[src/rtl/fpx_pkg.sv]
// Shared widths, state type and packing helpers for the extended-precision
// multiplier. Assumes the fraction is wider than 16 bits.
package fpx_pkg;
    localparam int MANT_W = 40;
    localparam int EXP_W  = 8;
    localparam int FP_W   = MANT_W + EXP_W;

    typedef enum logic [1:0] {ST_IDLE, ST_MUL, ST_DONE} fpx_state_e;

    // Extract the fraction from a packed value
    function automatic logic [MANT_W-1:0] fpx_mant(input logic [FP_W-1:0] v);
        return {v[FP_W-1:EXP_W+16], v[15:0]};
    endfunction

    // Extract the exponent from a packed value
    function automatic logic [EXP_W-1:0] fpx_exp(input logic [FP_W-1:0] v);
        return v[EXP_W+15:16];
    endfunction

    // Build a packed value from fraction and exponent
    function automatic logic [FP_W-1:0] fpx_pack(input logic [MANT_W-1:0] m,
                                                 input logic [EXP_W-1:0] e);
        return {m[MANT_W-1:16], e, m[15:0]};
    endfunction

    // Condition code: zero / negative / positive
    function automatic logic [3:0] fpx_cc(input logic [FP_W-1:0] v);
        if (v == '0)          return 4'b0010;
        else if (v[FP_W-1])   return 4'b0001;
        else                  return 4'b0100;
    endfunction
endpackage

[src/rtl/fpx_seq_mul.sv]
// Signed shift-add multiplier. Multiplies magnitudes one bit per cycle and
// applies the sign at the output. Assumes load is only pulsed when idle;
// the product is held stable after valid until the next load.
module fpx_seq_mul #(
    parameter int W = 40
) (
    input  logic           clk,
    input  logic           rst_n,
    input  logic           load,
    input  logic [W-1:0]   a,
    input  logic [W-1:0]   b,
    output logic [2*W-1:0] prod,
    output logic           valid
);
    localparam int CW = $clog2(W + 1);

    logic [2*W-1:0] mcand;
    logic [2*W-1:0] acc;
    logic [W-1:0]   mplier;
    logic [CW-1:0]  cnt;
    logic           neg;
    logic           run;

    // Load magnitudes on launch, then accumulate one partial product per cycle
    always_ff @(posedge clk) begin
        if (!rst_n) begin
            mcand  <= '0;
            acc    <= '0;
            mplier <= '0;
            cnt    <= '0;
            neg    <= 1'b0;
            run    <= 1'b0;
            valid  <= 1'b0;
        end else if (load) begin
            mcand  <= {{W{1'b0}}, (a[W-1] ? -a : a)};
            mplier <= b[W-1] ? -b : b;
            acc    <= '0;
            cnt    <= '0;
            neg    <= a[W-1] ^ b[W-1];
            run    <= 1'b1;
            valid  <= 1'b0;
        end else if (run) begin
            acc    <= acc + (mplier[0] ? mcand : '0);
            mcand  <= mcand << 1;
            mplier <= mplier >> 1;
            cnt    <= cnt + CW'(1);
            run    <= (cnt != CW'(W - 1));
            valid  <= (cnt == CW'(W - 1));
        end else begin
            valid  <= 1'b0;
        end
    end

    // Restore the product sign
    always_comb prod = neg ? -acc : acc;


    mul_valid_pulse_chk: assert property (@(posedge clk) disable iff (!rst_n)
        valid |=> !valid);

    mul_consumed_chk: assert property (@(posedge clk) disable iff (!rst_n)
        valid |-> (mplier == '0));
endmodule

[src/rtl/fpx_norm.sv]
// Single-cycle normalizer. Counts redundant sign bits below the top bit,
// shifts them out and lowers the exponent to match. Assumes a zero fraction
// is handled by the caller (its shift count is meaningless).
module fpx_norm #(
    parameter int W  = 40,
    parameter int XW = 10
) (
    input  logic [W-1:0]         m_in,
    input  logic signed [XW-1:0] n_in,
    output logic [W-1:0]         m_out,
    output logic signed [XW-1:0] n_out
);
    localparam int SW = $clog2(W);

    logic [SW-1:0] sh;
    logic          stop;

    // Count leading bits equal to the sign bit
    always_comb begin
        sh   = '0;
        stop = 1'b0;
        for (int i = W - 2; i >= 0; i--) begin
            if (!stop && (m_in[i] == m_in[W-1])) sh = sh + SW'(1);
            else                                 stop = 1'b1;
        end
    end

    // Apply the shift to fraction and exponent
    always_comb begin
        m_out = m_in << sh;
        n_out = n_in - XW'(sh);
    end
endmodule

[src/rtl/fpx_ext_mul.sv]
// Extended-precision floating-point multiply: exponent range pre-check,
// sequential fraction multiply, minus-one-squared correction, normalization,
// saturation and condition code. Assumes start is a single-cycle request;
// requests are taken only when idle.
module fpx_ext_mul
    import fpx_pkg::*;
(
    input  logic            clk,
    input  logic            rst_n,
    input  logic            start,
    input  logic [FP_W-1:0] op_a,
    input  logic [FP_W-1:0] op_b,
    output logic            done,
    output logic [FP_W-1:0] result,
    output logic            ovf,
    output logic            unf,
    output logic [3:0]      cond
);
    localparam int XW = EXP_W + 2;
    localparam logic signed [XW-1:0] EMAX = XW'((1 << (EXP_W - 1)) - 1);
    localparam logic signed [XW-1:0] EMIN = XW'(-(1 << (EXP_W - 1)));
    localparam logic [MANT_W-1:0] M_NEG1 = {1'b1, {(MANT_W-1){1'b0}}};
    localparam logic [MANT_W-1:0] M_HALF = {2'b01, {(MANT_W-2){1'b0}}};
    localparam logic [MANT_W-1:0] M_POSMAX = {1'b0, {(MANT_W-1){1'b1}}};
    localparam logic [EXP_W-1:0] E_SAT = EMAX[EXP_W-1:0];

    fpx_state_e state;
    logic signed [XW-1:0] n_q, n_sum, n_corr, n_norm;
    logic [MANT_W-1:0] ma, mb, m_kept, m_corr, m_norm;
    logic [2*MANT_W-1:0] prod;
    logic mul_valid, mul_load, early_ovf, early_unf;
    logic late_ovf, late_unf, is_corr;
    logic load_res;
    logic [FP_W-1:0] fin_res;
    logic fin_ovf, fin_unf;

    // Decode operands and form the working exponent sum
    always_comb begin
        ma        = fpx_mant(op_a);
        mb        = fpx_mant(op_b);
        n_sum     = XW'($signed(fpx_exp(op_a))) + XW'($signed(fpx_exp(op_b)));
        early_ovf = (n_sum >= EMAX);
        early_unf = (n_sum < EMIN);
        mul_load  = (state == ST_IDLE) && start && !early_ovf && !early_unf;
    end

    fpx_seq_mul #(.W(MANT_W)) u_mul (
        .clk   (clk),
        .rst_n (rst_n),
        .load  (mul_load),
        .a     (ma),
        .b     (mb),
        .prod  (prod),
        .valid (mul_valid)
    );

    // Take the shifted product slice and correct the minus-one-squared case
    always_comb begin
        m_kept   = prod[2*MANT_W-2:MANT_W-1];
        is_corr  = (m_kept == M_NEG1);
        m_corr   = is_corr ? M_HALF : m_kept;
        n_corr   = is_corr ? n_q + XW'(1) : n_q;
        late_ovf = (n_corr >= EMAX);
    end

    fpx_norm #(.W(MANT_W), .XW(XW)) u_norm (
        .m_in  (m_corr),
        .n_in  (n_corr),
        .m_out (m_norm),
        .n_out (n_norm)
    );

    // Select the final packed result for whichever path completes
    always_comb begin
        late_unf = (m_corr != '0) && (n_norm < EMIN);
        fin_ovf  = 1'b0;
        fin_unf  = 1'b0;
        fin_res  = '0;
        load_res = 1'b0;
        if (state == ST_IDLE && start && early_ovf) begin
            load_res = 1'b1;
            fin_ovf  = 1'b1;
            fin_res  = fpx_pack((ma[MANT_W-1] ^ mb[MANT_W-1]) ? M_NEG1 : M_POSMAX, E_SAT);
        end else if (state == ST_IDLE && start && early_unf) begin
            load_res = 1'b1;
            fin_unf  = 1'b1;
        end else if (state == ST_MUL && mul_valid) begin
            load_res = 1'b1;
            if (late_ovf) begin
                fin_ovf = 1'b1;
                fin_res = fpx_pack(m_corr[MANT_W-1] ? M_NEG1 : M_POSMAX, E_SAT);
            end else if (late_unf) begin
                fin_unf = 1'b1;
            end else if (m_corr != '0) begin
                fin_res = fpx_pack(m_norm, n_norm[EXP_W-1:0]);
            end
        end
    end

    // Sequencer: idle -> multiply -> done, or idle -> done on a range fault
    always_ff @(posedge clk) begin
        if (!rst_n) begin
            state <= ST_IDLE;
            n_q   <= '0;
        end else begin
            case (state)
                ST_IDLE: if (start) begin
                    n_q   <= n_sum;
                    state <= (early_ovf || early_unf) ? ST_DONE : ST_MUL;
                end
                ST_MUL:  if (mul_valid) state <= ST_DONE;
                default: state <= ST_IDLE;
            endcase
        end
    end

    // Result registers; flags live only for the done cycle
    always_ff @(posedge clk) begin
        if (!rst_n) begin
            result <= '0;
            cond   <= '0;
            ovf    <= 1'b0;
            unf    <= 1'b0;
        end else if (load_res) begin
            result <= fin_res;
            cond   <= fpx_cc(fin_res);
            ovf    <= fin_ovf;
            unf    <= fin_unf;
        end else begin
            ovf    <= 1'b0;
            unf    <= 1'b0;
        end
    end

    // Completion strobe
    always_comb done = (state == ST_DONE);


    done_pulse_chk: assert property (@(posedge clk) disable iff (!rst_n)
        done |=> !done);

    flag_window_chk: assert property (@(posedge clk) disable iff (!rst_n)
        (ovf || unf) |-> done);

    ovf_sat_chk: assert property (@(posedge clk) disable iff (!rst_n)
        ovf |-> (fpx_exp(result) == E_SAT));

    unf_zero_chk: assert property (@(posedge clk) disable iff (!rst_n)
        unf |-> (result == '0));

    cc_onehot_chk: assert property (@(posedge clk) disable iff (!rst_n)
        done |-> ($countones(cond) == 1));

    norm_form_chk: assert property (@(posedge clk) disable iff (!rst_n)
        (done && result != '0) |-> (result[FP_W-1] != result[FP_W-2]));

    busy_hold_chk: assert property (@(posedge clk) disable iff (!rst_n)
        (state == ST_MUL) |=> $stable(n_q));

    no_both_flags_chk: assert property (@(posedge clk) disable iff (!rst_n)
        !(ovf && unf));
endmodule

[config.mk]
export PLATFORM = sky130hd
export DESIGN_NAME = fpx_ext_mul
export DESIGN_NICKNAME = d
export VERILOG_FILES = /design/src/rtl/fpx_pkg.sv /design/src/rtl/fpx_seq_mul.sv /design/src/rtl/fpx_norm.sv /design/src/rtl/fpx_ext_mul.sv
export SDC_FILE = /design/constraint.sdc
export NUM_CORES = 1
export LEC_CHECK = 0
export ABC_AREA = 1
export BUFFER_PORTS_ARGS = -buffer_cell sky130_fd_sc_hd__buf_2
export CAP_MARGIN = 0
export CORE_MARGIN = 5
export CORE_UTILIZATION = 65
export CTS_BUF_LIST = sky130_fd_sc_hd__clkbuf_8
export DETAILED_ROUTE_END_ITERATION = 8
export PLACE_DENSITY = 0.84
export SLEW_MARGIN = 20
export SYNTH_ARGS = -nofsm -noshare
export SYNTH_HDL_FRONTEND = slang
export SYNTH_SLANG_ARGS = --single-unit
[constraint.sdc]
create_clock -name clk -period 38.1 [get_ports clk]
set_input_delay 11.43 -clock clk [delete_from_list [all_inputs] [get_ports clk]]
set_output_delay 11.43 -clock clk [all_outputs]
set_load 0.01 [all_outputs]
==> results.toml <==
[synthesis]
yosysSeqAreaShare = 0.193
synth_top_area_frac = 0.193
synth_edf_count = 0
synth-simple-area-share = 0.421
yosysWarnings = 0
synth.mux.area_fraction = 0
synthArstFlopShare = 0
syn_area_um2 = 28000
synthTopCellsByArea = "dfxtp_1 (19%), nand2_1 (18%), inv_1 (7.1%)"
syn_inst = 4707
postSynthAreaPerCell_um2 = 5.96
ys.flop_type = "dfxtp_1"
synth_cell_types = 68
syn_nets = 4942
synth_top_family_by_area = "simple AND/OR/NAND/NOR gates"
synth_fa_ha_area_frac = 0.0615
synth_compound_area_frac = 0.157
synth_xor_area_frac = 0.0499
yosysTopAreaCell = "dfxtp_1"
synth-seq-cells = 271

[grt]
overflow = 0
antenna_found_initial = 3
grt_pass1_wl_mm = 129
grt_max_degree = 119
grt_usage = 0.318
grt_pass1_vias = 27204

[timing]
max_freq_ghz = 0.0374
tns_ns = 0
tightest_slew_ns = 1.08
fin_crit_sh = 0.701
finalSetupViolCount = 0
finalHoldViolCount = 0
relSlewSlack = 0.280
min_period_ns = 26.71
rsz0062_at_grt = "no"
finalMaxSlewViolations = 0
skew_ns = 0.0523

[cts]
hold_buffers = 0
cts_setup_buffers = 0
cts_inserted_buffers = 48
cts_resized = 0
clk_latency_ns = 0.65
htree_levels = 2
cts.sinks = 271
clkTransAtPathRegs_ns = 0.06
root_buffer = "clkbuf_8"
clockBufferDepth = 3
cts_tree = "yes"

[worst_setup_path]
crit_path_frequent_cell = "nand2_1"
crit_slowest_cell = "nand2_2"
end_kind = "flip-flop"
start_kind = "flip-flop"
crit_required_ns = 38.58
critical_path_class = "flip-flop to flip-flop"
cp.arrival_ns = 27.19
cp_max_fo = 53
cp_slowest_stage_delay_ns = 0.70

[placement]
dp_hpwl_mm = 60.1
portBuffers = 152
gp_congestion = 1.03

[floorplan]
die_h_um = 218
fp-row-count = 76
io_pins = 154
die_x_um = 218
core_um2 = 42900
die-area_um2 = 47400
initial_core_util = 0.654

[finish]
fin_nets = 4989
fill_cells = 4044
final_layout_size_suffix_gt1_frac = 0.125
fin_util = 0.691
area_delta_synth_final_pct = 5.61

[power_and_ir_drop]
power_density_nw_per_um2 = 74.6
vdd_drop_max_mv = 0.0862
cellLeakagePower_nw = 14.9

[run]
drv_cap = 0

[drt]
vias_per_cell = 5.62
first_pass_iters = 6
routedWlPerCell_um = 14.6
ant_nets = 0
drc = 0
routed_wl_mm = 78.6
dr_total_vias = 30168
drtIter0Drc = 2875

[run_status]
status = "complete, no violations"

[worst_hold_path]
holdCritPathClass = "flip-flop to flip-flop"
-- critical path, delay by kind of cell, from the launching register on --
| family | cells | cell delay, ns |
|---|---|---|
| adder cells (fa/ha/maj) | 38 | 10.44 |
| AO/OA/AOI/OAI | 12 | 2.16 |
| flip-flops | 1 | 0.49 |
| buffers and inverters | 21 | 1.73 |
| AND/OR/NAND/NOR | 89 | 11.49 |
| XOR/XNOR | 1 | 0.21 |
-- power by group --
group	internal, W	total (W)	switching, W
Clock	0.000142	0.000268	0.000126
Combinational	0.000491	0.00159	0.00110
Sequential	0.000316	0.000347	0.0000312
Total	0.000948	0.00221	0.00126
-- through the flow --
| step | setup slack (ns) | power (W) | area (um2) | hold WS, ns | cells |
|---|---|---|---|---|---|
| 6_report | 11.39 | 0.00221 | 29600 | 0.458 | 5370 |
| 5_1_grt | 9.12 | 0.00243 | 29600 | 0.489 | 5370 |
| 4_1_cts | 11.54 | 0.00218 | 29600 | 0.458 | 5367 |
| 3_5_place_dp | 11.57 | 0.00191 | 28700 | 0.453 | 5289 |
| 3_3_place_gp | 12.54 | 0.00187 | 28700 | 0.442 | 5289 |
| 2_1_floorplan | 14.83 | 0.00158 | 28000 | 0.430 | 4707 |
-- path summary, 6_finish.rpt --
check	slack, ns	depth (start not counted)	end	start
max	11.39	161	cond[2]	u_mul.neg
min	0.46	2	u_mul.mplier[28]	u_mul.mplier[29]
max reg2reg	11.39	161	cond[2]	u_mul.neg
min reg2reg	0.46	2	u_mul.mplier[28]	u_mul.mplier[29]
-- cell type report --
class	instances	area, um2	share of cell area
antenna	3	7.51	0.000253
tap	585	732	0.0247
clock inverter	21	135	0.00456
timing repair buffer	164	855	0.0289
clock buffer	57	785	0.0265
multi-input combinational	3660	19400	0.654
inverter	609	2320	0.0782
sequential	271	5430	0.183
-- kinds of logic (layout without fill, tap and decap cells) --
kind of cell    after synthesis  count (layout)
buf+inv                     776             851
other cells                   1               4
flops                       271             271
xor+xnor                    158             158
compound gates              795             795
fa+ha+maj                   136             136
simple gates               2570            2570
-- metal layers --
metal,vias up,track usage,share of wire
li1,15324,-,-
met1,13643,0.411,0.43
met2,992,0.549,0.47
met3,209,0.0342,0.060
met4,0,0.119,0.036
met5,-,0,0
-- flip-flops by register name (all words and copies together) (netlist names) --
| register | count |
|---|---|
| result | 48 |
| ovf | 1 |
| u_mul.run | 1 |
| u_mul.neg | 1 |
| state | 2 |
| u_mul.mplier | 40 |
| u_mul.cnt | 6 |
| u_mul.acc | 79 |
| u_mul.mcand | 79 |
| n_q | 9 |
| unf | 1 |
| cond | 3 |
| u_mul.valid | 1 |
-- cell usage after synthesis, types with 10 or more instances --
library cell / number
o221ai_1: 24
nand3b_1: 30
nor4_1: 19
buf_6: 12
nor2_8: 11
clkbuf_1: 100
nor2_2: 37
nand4_1: 50
inv_1: 534
buf_1: 10
o21ai_1: 71
a31oi_1: 37
xnor2_1: 65
o21ai_0: 222
o211ai_1: 26
dfxtp_1: 271
clkinv_1: 13
a221oi_1: 11
xor2_1: 91
or2_2: 33
a21oi_1: 346
inv_2: 51
nand2_1: 1355
o21bai_1: 10
buf_2: 11
nand2_4: 20
nand3_2: 36
nor2_1: 435
clkbuf_8: 14
nor3_1: 56
nor2_4: 26
nand2_2: 106
buf_4: 14
ha_1: 133
nand3_1: 319
-- placed cells by master (no fill, tap or decap), types with 71 or more instances in the layout --
cell / netlist / layout
nand2_1: 1355 / 1353
inv_1: 534 / 544
nor2_1: 435 / 435
a21oi_1: 346 / 346
nand3_1: 319 / 318
dfxtp_1: 271 / 268
o21ai_0: 222 / 222
buf_2: 11 / 152
ha_1: 133 / 133
nand2_2: 106 / 108
xor2_1: 91 / 91
o21ai_1: 71 / 71
(Power assumes the default switching activity.)
